===== config.mk =====
export PLATFORM = sky130hd
export DESIGN_NAME = tiny8_core
export DESIGN_NICKNAME = d
export VERILOG_FILES = /design/src/rtl/tiny8_pkg.sv /design/src/rtl/tiny8_regfile.sv /design/src/rtl/tiny8_alu.sv /design/src/rtl/tiny8_ctrl.sv /design/src/rtl/tiny8_core.sv
export SDC_FILE = /design/constraint.sdc
export NUM_CORES = 1
export LEC_CHECK = 0
export BUFFER_PORTS_ARGS = -buffer_cell sky130_fd_sc_hd__clkbuf_2
export CAP_MARGIN = 20
export CORE_MARGIN = 10
export CORE_UTILIZATION = 62
export DETAILED_ROUTE_END_ITERATION = 16
export PLACE_DENSITY = 0.92
export SLEW_MARGIN = 20
export SYNTH_ARGS = -nofsm -noshare
export SYNTH_HDL_FRONTEND = slang
export SYNTH_SLANG_ARGS = --single-unit

===== constraint.sdc =====
create_clock -name clk -period 7.03 [get_ports clk]
set_input_delay 1.0545 -clock clk [delete_from_list [all_inputs] [get_ports clk]]
set_output_delay 1.0545 -clock clk [all_outputs]
set_load 0.02 [all_outputs]

===== src/rtl/tiny8_pkg.sv =====
package tiny8_pkg;

    localparam int DATA_W = 8;
    localparam int PC_W   = 5;
    localparam int RIDX_W = 3;
    localparam int NREGS  = 1 << RIDX_W;
    localparam int OPC_W  = 4;
    localparam int IMM_W  = 4;

    typedef enum logic [OPC_W-1:0] {
        OP_ADD  = 4'd0,
        OP_ADDI = 4'd1,
        OP_MUL  = 4'd2,
        OP_LW   = 4'd3,
        OP_SW   = 4'd4,
        OP_BEQ  = 4'd5,
        OP_BNE  = 4'd6
    } opcode_e;

    // Latched instruction, reserved bits dropped at capture
    typedef struct packed {
        logic [OPC_W-1:0]  opcode;
        logic [RIDX_W-1:0] rd;
        logic [RIDX_W-1:0] rs1;
        logic [IMM_W-1:0]  low4;
    } inst_t;

    typedef enum logic [2:0] {
        ST_LOAD,
        ST_FETCH_LO,
        ST_FETCH_HI,
        ST_DECODE,
        ST_EXEC,
        ST_MEMRD
    } state_t;

    // Control bundle produced from the opcode
    typedef struct packed {
        logic use_imm;
        logic do_mul;
        logic wb_alu;
        logic wb_mem;
        logic store;
        logic branch;
        logic br_ne;
    } ctl_t;

    function automatic ctl_t decode_op(input logic [OPC_W-1:0] op);
        ctl_t c;
        c = '0;
        case (op)
            OP_ADD:  c.wb_alu = 1'b1;
            OP_ADDI: begin c.wb_alu = 1'b1; c.use_imm = 1'b1; end
            OP_MUL:  begin c.wb_alu = 1'b1; c.do_mul = 1'b1; end
            OP_LW:   c.wb_mem = 1'b1;
            OP_SW:   c.store  = 1'b1;
            OP_BEQ:  c.branch = 1'b1;
            OP_BNE:  begin c.branch = 1'b1; c.br_ne = 1'b1; end
            default: c = '0;
        endcase
        return c;
    endfunction

endpackage


===== src/rtl/tiny8_regfile.sv =====
module tiny8_regfile #(
    parameter int XW = tiny8_pkg::DATA_W,
    parameter int IW = tiny8_pkg::RIDX_W
) (
    input  logic          clk,
    input  logic          rst,
    input  logic          we,
    input  logic [IW-1:0] waddr,
    input  logic [XW-1:0] wdata,
    input  logic [IW-1:0] raddr_a,
    input  logic [IW-1:0] raddr_b,
    input  logic [IW-1:0] raddr_c,
    output logic [XW-1:0] rdata_a,
    output logic [XW-1:0] rdata_b,
    output logic [XW-1:0] rdata_c
);
    localparam int N = 1 << IW;

    logic [XW-1:0] regs [N];
    logic [N-1:0]  wsel;

    for (genvar g = 0; g < N; g++) begin : g_wsel
        assign wsel[g] = we && (waddr == IW'(g));
    end

    always_ff @(posedge clk) begin
        for (int i = 0; i < N; i++) begin
            if (rst)          regs[i] <= '0;
            else if (wsel[i]) regs[i] <= wdata;
        end
    end

    assign rdata_a = regs[raddr_a];
    assign rdata_b = regs[raddr_b];
    assign rdata_c = regs[raddr_c];
endmodule


===== src/rtl/tiny8_alu.sv =====
module tiny8_alu #(
    parameter int XW = tiny8_pkg::DATA_W,
    parameter int KW = tiny8_pkg::IMM_W
) (
    input  logic [XW-1:0] a,
    input  logic [XW-1:0] b,
    input  logic [XW-1:0] c,
    input  logic [KW-1:0] imm,
    input  logic          use_imm,
    input  logic          do_mul,
    output logic [XW-1:0] res,
    output logic          c_eq_a
);
    logic [XW-1:0] opb;
    logic [XW-1:0] sum;
    logic [XW-1:0] prod;

    assign opb    = use_imm ? XW'(imm) : b;   // zero-extended immediate
    assign sum    = a + opb;
    assign prod   = a * b;                     // low half of the product
    assign res    = do_mul ? prod : sum;
    assign c_eq_a = (c == a);
endmodule


===== src/rtl/tiny8_ctrl.sv =====
module tiny8_ctrl
    import tiny8_pkg::*;
#(
    parameter int AW = PC_W,
    parameter int XW = DATA_W
) (
    input  logic          clk,
    input  logic          rst,
    input  logic          run_en,
    input  logic [XW-1:0] mem_rdata,
    input  logic [XW-1:0] rs1_val,
    input  logic [XW-1:0] rd_val,
    input  logic [XW-1:0] alu_res,
    input  logic          rd_eq_rs1,
    output inst_t         ir,
    output ctl_t          ctl,
    output state_t        state,
    output logic [AW-1:0] pc,
    output logic [AW-1:0] mem_addr,
    output logic          mem_we,
    output logic [XW-1:0] mem_wdata,
    output logic          rf_we,
    output logic [XW-1:0] rf_wdata
);
    logic [XW-1:0]        lo_q;
    logic                 taken;
    logic signed [IMM_W:0] boff;
    logic [AW-1:0]        next_pc;

    assign ctl   = decode_op(ir.opcode);
    assign taken = ctl.branch && (rd_eq_rs1 != ctl.br_ne);
    assign boff  = {ir.low4, 1'b0};          // signed offset in instructions, doubled
    assign next_pc = pc + (taken ? AW'(boff) : AW'(2));

    always_ff @(posedge clk) begin
        if (rst) begin
            state <= ST_LOAD;
            pc    <= '0;
            lo_q  <= '0;
            ir    <= '0;
        end else if (!run_en) begin
            state <= ST_LOAD;
            pc    <= '0;
        end else begin
            case (state)
                ST_LOAD:     state <= ST_FETCH_LO;
                ST_FETCH_LO: state <= ST_FETCH_HI;
                ST_FETCH_HI: begin
                    lo_q  <= mem_rdata;
                    state <= ST_DECODE;
                end
                ST_DECODE: begin
                    // high byte: opcode in [7:4], two ignored bits in [3:2], rd high bits in [1:0]
                    ir.opcode <= mem_rdata[7:4];
                    ir.rd     <= {mem_rdata[1:0], lo_q[7]};
                    ir.rs1    <= lo_q[6:4];
                    ir.low4   <= lo_q[3:0];
                    state     <= ST_EXEC;
                end
                ST_EXEC: begin
                    pc    <= next_pc;
                    state <= ctl.wb_mem ? ST_MEMRD : ST_FETCH_LO;
                end
                ST_MEMRD: state <= ST_FETCH_LO;
                default:  state <= ST_LOAD;
            endcase
        end
    end

    always_comb begin
        mem_addr = pc;
        case (state)
            ST_FETCH_HI: mem_addr = pc + AW'(1);
            ST_EXEC:     if (ctl.wb_mem || ctl.store) mem_addr = rs1_val[AW-1:0];
            default:     mem_addr = pc;
        endcase
    end

    assign mem_we    = run_en && (state == ST_EXEC) && ctl.store;
    assign mem_wdata = rd_val;
    assign rf_we     = run_en && (((state == ST_EXEC) && ctl.wb_alu) || (state == ST_MEMRD));
    assign rf_wdata  = (state == ST_MEMRD) ? mem_rdata : alu_res;
endmodule


===== src/rtl/tiny8_core.sv =====
module tiny8_core
    import tiny8_pkg::*;
#(
    parameter int AW = PC_W,
    parameter int XW = DATA_W
) (
    input  logic          clk,
    input  logic          rst,
    input  logic          run_en,
    output logic [AW-1:0] mem_addr,
    output logic          mem_we,
    output logic [XW-1:0] mem_wdata,
    input  logic [XW-1:0] mem_rdata,
    output logic [XW-1:0] dbg_rd_val,
    output logic [AW-1:0] dbg_pc
);
    inst_t         ir;
    ctl_t          ctl;
    state_t        core_state;
    logic [AW-1:0] pc;
    logic [XW-1:0] rs1_val, rs2_val, rd_val, alu_res, rf_wdata;
    logic          rf_we, rd_eq_rs1;

    tiny8_regfile #(.XW(XW), .IW(RIDX_W)) u_rf (
        .clk     (clk),
        .rst     (rst),
        .we      (rf_we),
        .waddr   (ir.rd),
        .wdata   (rf_wdata),
        .raddr_a (ir.rs1),
        .raddr_b (ir.low4[RIDX_W-1:0]),
        .raddr_c (ir.rd),
        .rdata_a (rs1_val),
        .rdata_b (rs2_val),
        .rdata_c (rd_val)
    );

    tiny8_alu #(.XW(XW), .KW(IMM_W)) u_alu (
        .a       (rs1_val),
        .b       (rs2_val),
        .c       (rd_val),
        .imm     (ir.low4),
        .use_imm (ctl.use_imm),
        .do_mul  (ctl.do_mul),
        .res     (alu_res),
        .c_eq_a  (rd_eq_rs1)
    );

    tiny8_ctrl #(.AW(AW), .XW(XW)) u_ctrl (
        .clk       (clk),
        .rst       (rst),
        .run_en    (run_en),
        .mem_rdata (mem_rdata),
        .rs1_val   (rs1_val),
        .rd_val    (rd_val),
        .alu_res   (alu_res),
        .rd_eq_rs1 (rd_eq_rs1),
        .ir        (ir),
        .ctl       (ctl),
        .state     (core_state),
        .pc        (pc),
        .mem_addr  (mem_addr),
        .mem_we    (mem_we),
        .mem_wdata (mem_wdata),
        .rf_we     (rf_we),
        .rf_wdata  (rf_wdata)
    );

    assign dbg_rd_val = rd_val;
    assign dbg_pc     = pc;
endmodule


==> results.txt <==
----------------------------------------------------
[Run status]
  Run status ... complete, no violations

[Global routing]
  Number of global-route vias before repair ... 5258
  Total gr overflow ... 0
  Largest net degree at the start of global routing ... 34
  Initial antenna violation count ... 0
  Global-route wire length before repair ... 27.1 mm
  Total GRT Usage ... 0.207

[Routing]
  Detailed-route DRC error count ... 0
  Detailed-route wire length per cell ... 20.5 um
  Drt initial violations ... 539
  Total Routed Length ... 16.7 mm
  Number of nets still failing antenna checks after routing ... 0
  Number of vias after detailed routing ... 5144
  First-pass iteration count of the detailed router ... 5
  Via density per instance ... 6.33

[Synth]
  Synthesized netlist net count ... 707
  Most common cell in the netlist ... sky130_fd_sc_hd__nor2_1
  Fraction of synthesized cell area taken by the top area cell type ... 0.277
  Number of warnings reported in the yosys synthesis log ... 0
  FFs w/ async S/R, synth ... 0
  Leading area contributor after synthesis ... sky130_fd_sc_hd__edfxtp_1
  Sequential-to-total area share from yosys stat ... 0.387
  Average size of a mapped cell ... 10.6 sq um
  Post-synth top flop ... sky130_fd_sc_hd__edfxtp_1
  Number of enable-type register cells in the synthesized netlist ... 64
  Top cells by instance count after synthesis ... 114 x sky130_fd_sc_hd__nor2_1, 64 x sky130_fd_sc_hd__edfxtp_1, 61 x sky130_fd_sc_hd__mux2i_1, 56 x sky130_fd_sc_hd__nand2_1, 51 x sky130_fd_sc_hd__inv_1
  #FFs+latches synth ... 102
  Count of distinct cell types in the synthesized netlist ... 46
  Synthesized instance count ... 656
  Syn Std Cell Area ... 6940 sq um
  Most area-consuming cells after synthesis ... sky130_fd_sc_hd__edfxtp_1 28%, sky130_fd_sc_hd__mux4_2 12%, sky130_fd_sc_hd__dfxtp_1 11%

[Final layout]
  Final standard cell area without fillers ... 7270 sq um
  FF+latch area ... 2680 sq um
  Nets@finish ... 718
  Syn-to-layout area delta ... 4.80%
  Number of diodes added for antenna fixing ... 0
  Number of filler instances in the final layout ... 752
  Multi-input gate area ... 3820 sq um
  Share of layout cells above drive strength 1 ... 0.170

[Timing]
  Maximum clock skew at final layout ... 0.0194 ns
  Count of final setup violators ... 0
  Share of the clock period used by the worst path ... 0.842
  Final critical delay including setup and external delays ... 5.92 ns
  Actual slew at the worst max-slew pin ... 0.995 ns
  Peak clock frequency supported by timing ... 0.169 GHz
  Final Max Slew Viols ... 0
  Aggregate negative setup slack ... 0 ns
  Worst slew margin relative to its limit ... 0.336
  Worst hold margin ... 0.479 ns
  Final hold viol count ... 0
  Setup repair after global routing missed its margin ... no

[Die]
  Height of the chip ... 126 um
  Horizontal die dimension ... 126 um
  Std-Cell Core Area ... 10900 sq um
  Initial core utilization ... 0.637
  IO Pins ... 38
  FP Rows ... 38
  Die Area ... 15800 sq um

[Power]
  Sw frac ... 0.274
  Net switching power ... 316 uW
  Power share of the sequential group ... 0.576
  Internal cell power ... 836 uW
  Max rail drop VDD ... 126 uV
  Pwr Total ... 1.15 mW
  Power density over the cells ... 158 nW/um^2
  Share of total power in combinational logic ... 0.122
  Static leakage ... 2.74 nW
  Clock network power share ... 0.301

[Clock network]
  Insertion delay of the later-clocked pin in the worst-skew pair ... 0.38 ns
  TritonCTS clock tree ... done
  Root buffer cell ... sky130_fd_sc_hd__clkbuf_8
  Post-CTS sizing ... 0
  Number of buffers inserted by hold repair at cts ... 0
  TritonCTS sink count ... 102
  CTS HTree Levels ... 3
  Max Root-Sink Buffers ... 2
  Reg clk slew, reported paths ... 0.11 ns
  Total clock buffers created by CTS ... 9
  Post-CTS setup-driven buffer insertion count ... 0

[Worst setup path]
  Slowest Stage Delay on Critical Path ... 0.99 ns
  End point of the critical path ... u_rf.regs[6][7]
  Reg-to-reg setup timing slack ... 1.11 ns
  Most numerous cell on the critical path ... sky130_fd_sc_hd__fa_1
  Critical path class ... flip-flop to flip-flop
  Maximum fanout count along the critical path ... 16
  Depth of the worst register-to-register path ... 17
  Worst-path cell chain ... mux4_2 -> mux2i_1 -> nor2_1 -> fa_1 -> fa_1 -> ha_1 -> inv_1 -> fa_1 -> inv_1 -> ha_1 -> a21o_1 -> a21oi_1 -> xnor2_1 -> xnor2_1 -> xnor2_2 -> mux2i_4 -> a211oi_1
  Worst endpoint data arrival time ... 6.01 ns
  Kind of capture point of the worst setup path ... flip-flop
  Req. time, crit path ... 7.12 ns
  Slowest library cell on the worst path ... sky130_fd_sc_hd__dfxtp_1
  Capturing point of the worst reg2reg path ... u_rf.regs[6][7]
  Setup crit start kind ... flip-flop

[Worst hold path]
  Start point of the worst hold path ... u_ctrl.ir[6]
  Classification of the worst-slack hold path ... flip-flop to flip-flop

[Placement]
  Area post-placement ... 7090 sq um
  Half-perimeter wire length of the detailed placement result ... 13.1 mm
  Number of port buffers ... 36
  Final Wtd Congestion ... 0.918

[Run]
  Max Cap Viol ... 0

----------------------------------------------------
-- worst max-delay path: cells and delay by family, from the launching register on --
| family | cells | cell delay, ns |
|---|---|---|
| xor+xnor | 3 | 0.50 |
| simple gates | 1 | 0.12 |
| mux | 3 | 1.36 |
| fa+ha+maj | 5 | 2.06 |
| buf+inv | 2 | 0.09 |
| flops | 1 | 0.99 |
| compound gates | 3 | 0.49 |
-- per-layer routing --
metal / vias up / GRT usage / routed length [um]
met5: - / 0 / 0
met4: 0 / 0.0938 / 548
met3: 46 / 0.0336 / 1480
met2: 329 / 0.361 / 8450
met1: 2464 / 0.246 / 6190
li1: 2305 / - / -
-- logic make-up after synthesis --
group / count (synthesis) / share of synthesized area
AO/OA/AOI/OAI: 75 / 0.0667
flip-flops: 102 / 0.387
multiplexers: 106 / 0.226
other: 1 / 0.000541
XOR/XNOR: 29 / 0.0408
AND/OR/NAND/NOR: 211 / 0.129
adder cells (fa/ha/maj): 40 / 0.0873
buffers and inverters: 92 / 0.0624
-- registers in the layout (all words and copies together) (netlist names), named ones only --
| name | count |
|---|---|
| u_ctrl.lo_q | 8 |
| u_ctrl.pc | 4 |
| u_rf.regs | 64 |
| u_ctrl.ir | 14 |
| u_ctrl.state | 3 |
-- area by class of cell --
class | instances | area share
Clock buffer | 9 | 0.0170
Clock inverter | 7 | 0.00774
Inverter | 51 | 0.0263
Multi-Input combinational cell | 462 | 0.526
Sequential cell | 102 | 0.369
Tap cell | 140 | 0.0241
Timing Repair Buffer | 41 | 0.0299
-- cell usage in the layout, fill, tap and decap left out, drive strengths merged, types with 4 or more instances in the layout --
cell    Yosys  layout
a211oi     10      10
a21o       12      12
a21oi      25      25
and3        4       4
buf        27       5
clkbuf     14      45
clkinv      0       4
dfxtp      38      38
edfxtp     64      64
fa         14      14
ha         26      26
inv        51      54
mux2i      67      67
mux4       38      38
nand2      56      56
nand2b      4       4
nor2      115     115
nor2b       7       7
o211ai      4       4
o21ai      17      17
or2        10      10
xnor2      17      17
xor2       11      11
-- stage by stage --
stage	setup slack (ns)	util	std cells
final	1.11	0.668	812
after global routing	0.729	0.668	812
after CTS	1.13	0.668	812
after detailed placement	1.16	0.651	796
after global placement	1.33	0.651	796
after floorplan	2.04	-	656
-- how the worst min path moves through the flow --
stage               slack (ns)              end  cells after the start
floorplan                 0.43     u_ctrl.ir[3]                      2
global placement          0.44  u_ctrl.state[1]                      1
detailed placement        0.45     u_ctrl.ir[3]                      2
CTS                       0.47     u_ctrl.ir[3]                      2
global route              0.50        flip-flop                      2
finish                    0.48     u_ctrl.ir[6]                      2
-- power groups by stage --
stage          clock network, mW  logic [mW]  registers [mW]
5_1_grt                    0.372       0.153           0.664
3_3_place_gp                   0       0.132           0.673
2_1_floorplan                  0       0.106           0.668
4_1_cts                    0.349       0.140           0.662
3_5_place_dp                   0       0.139           0.676
6_report                   0.347       0.141           0.664
(Power assumes the default switching activity.)
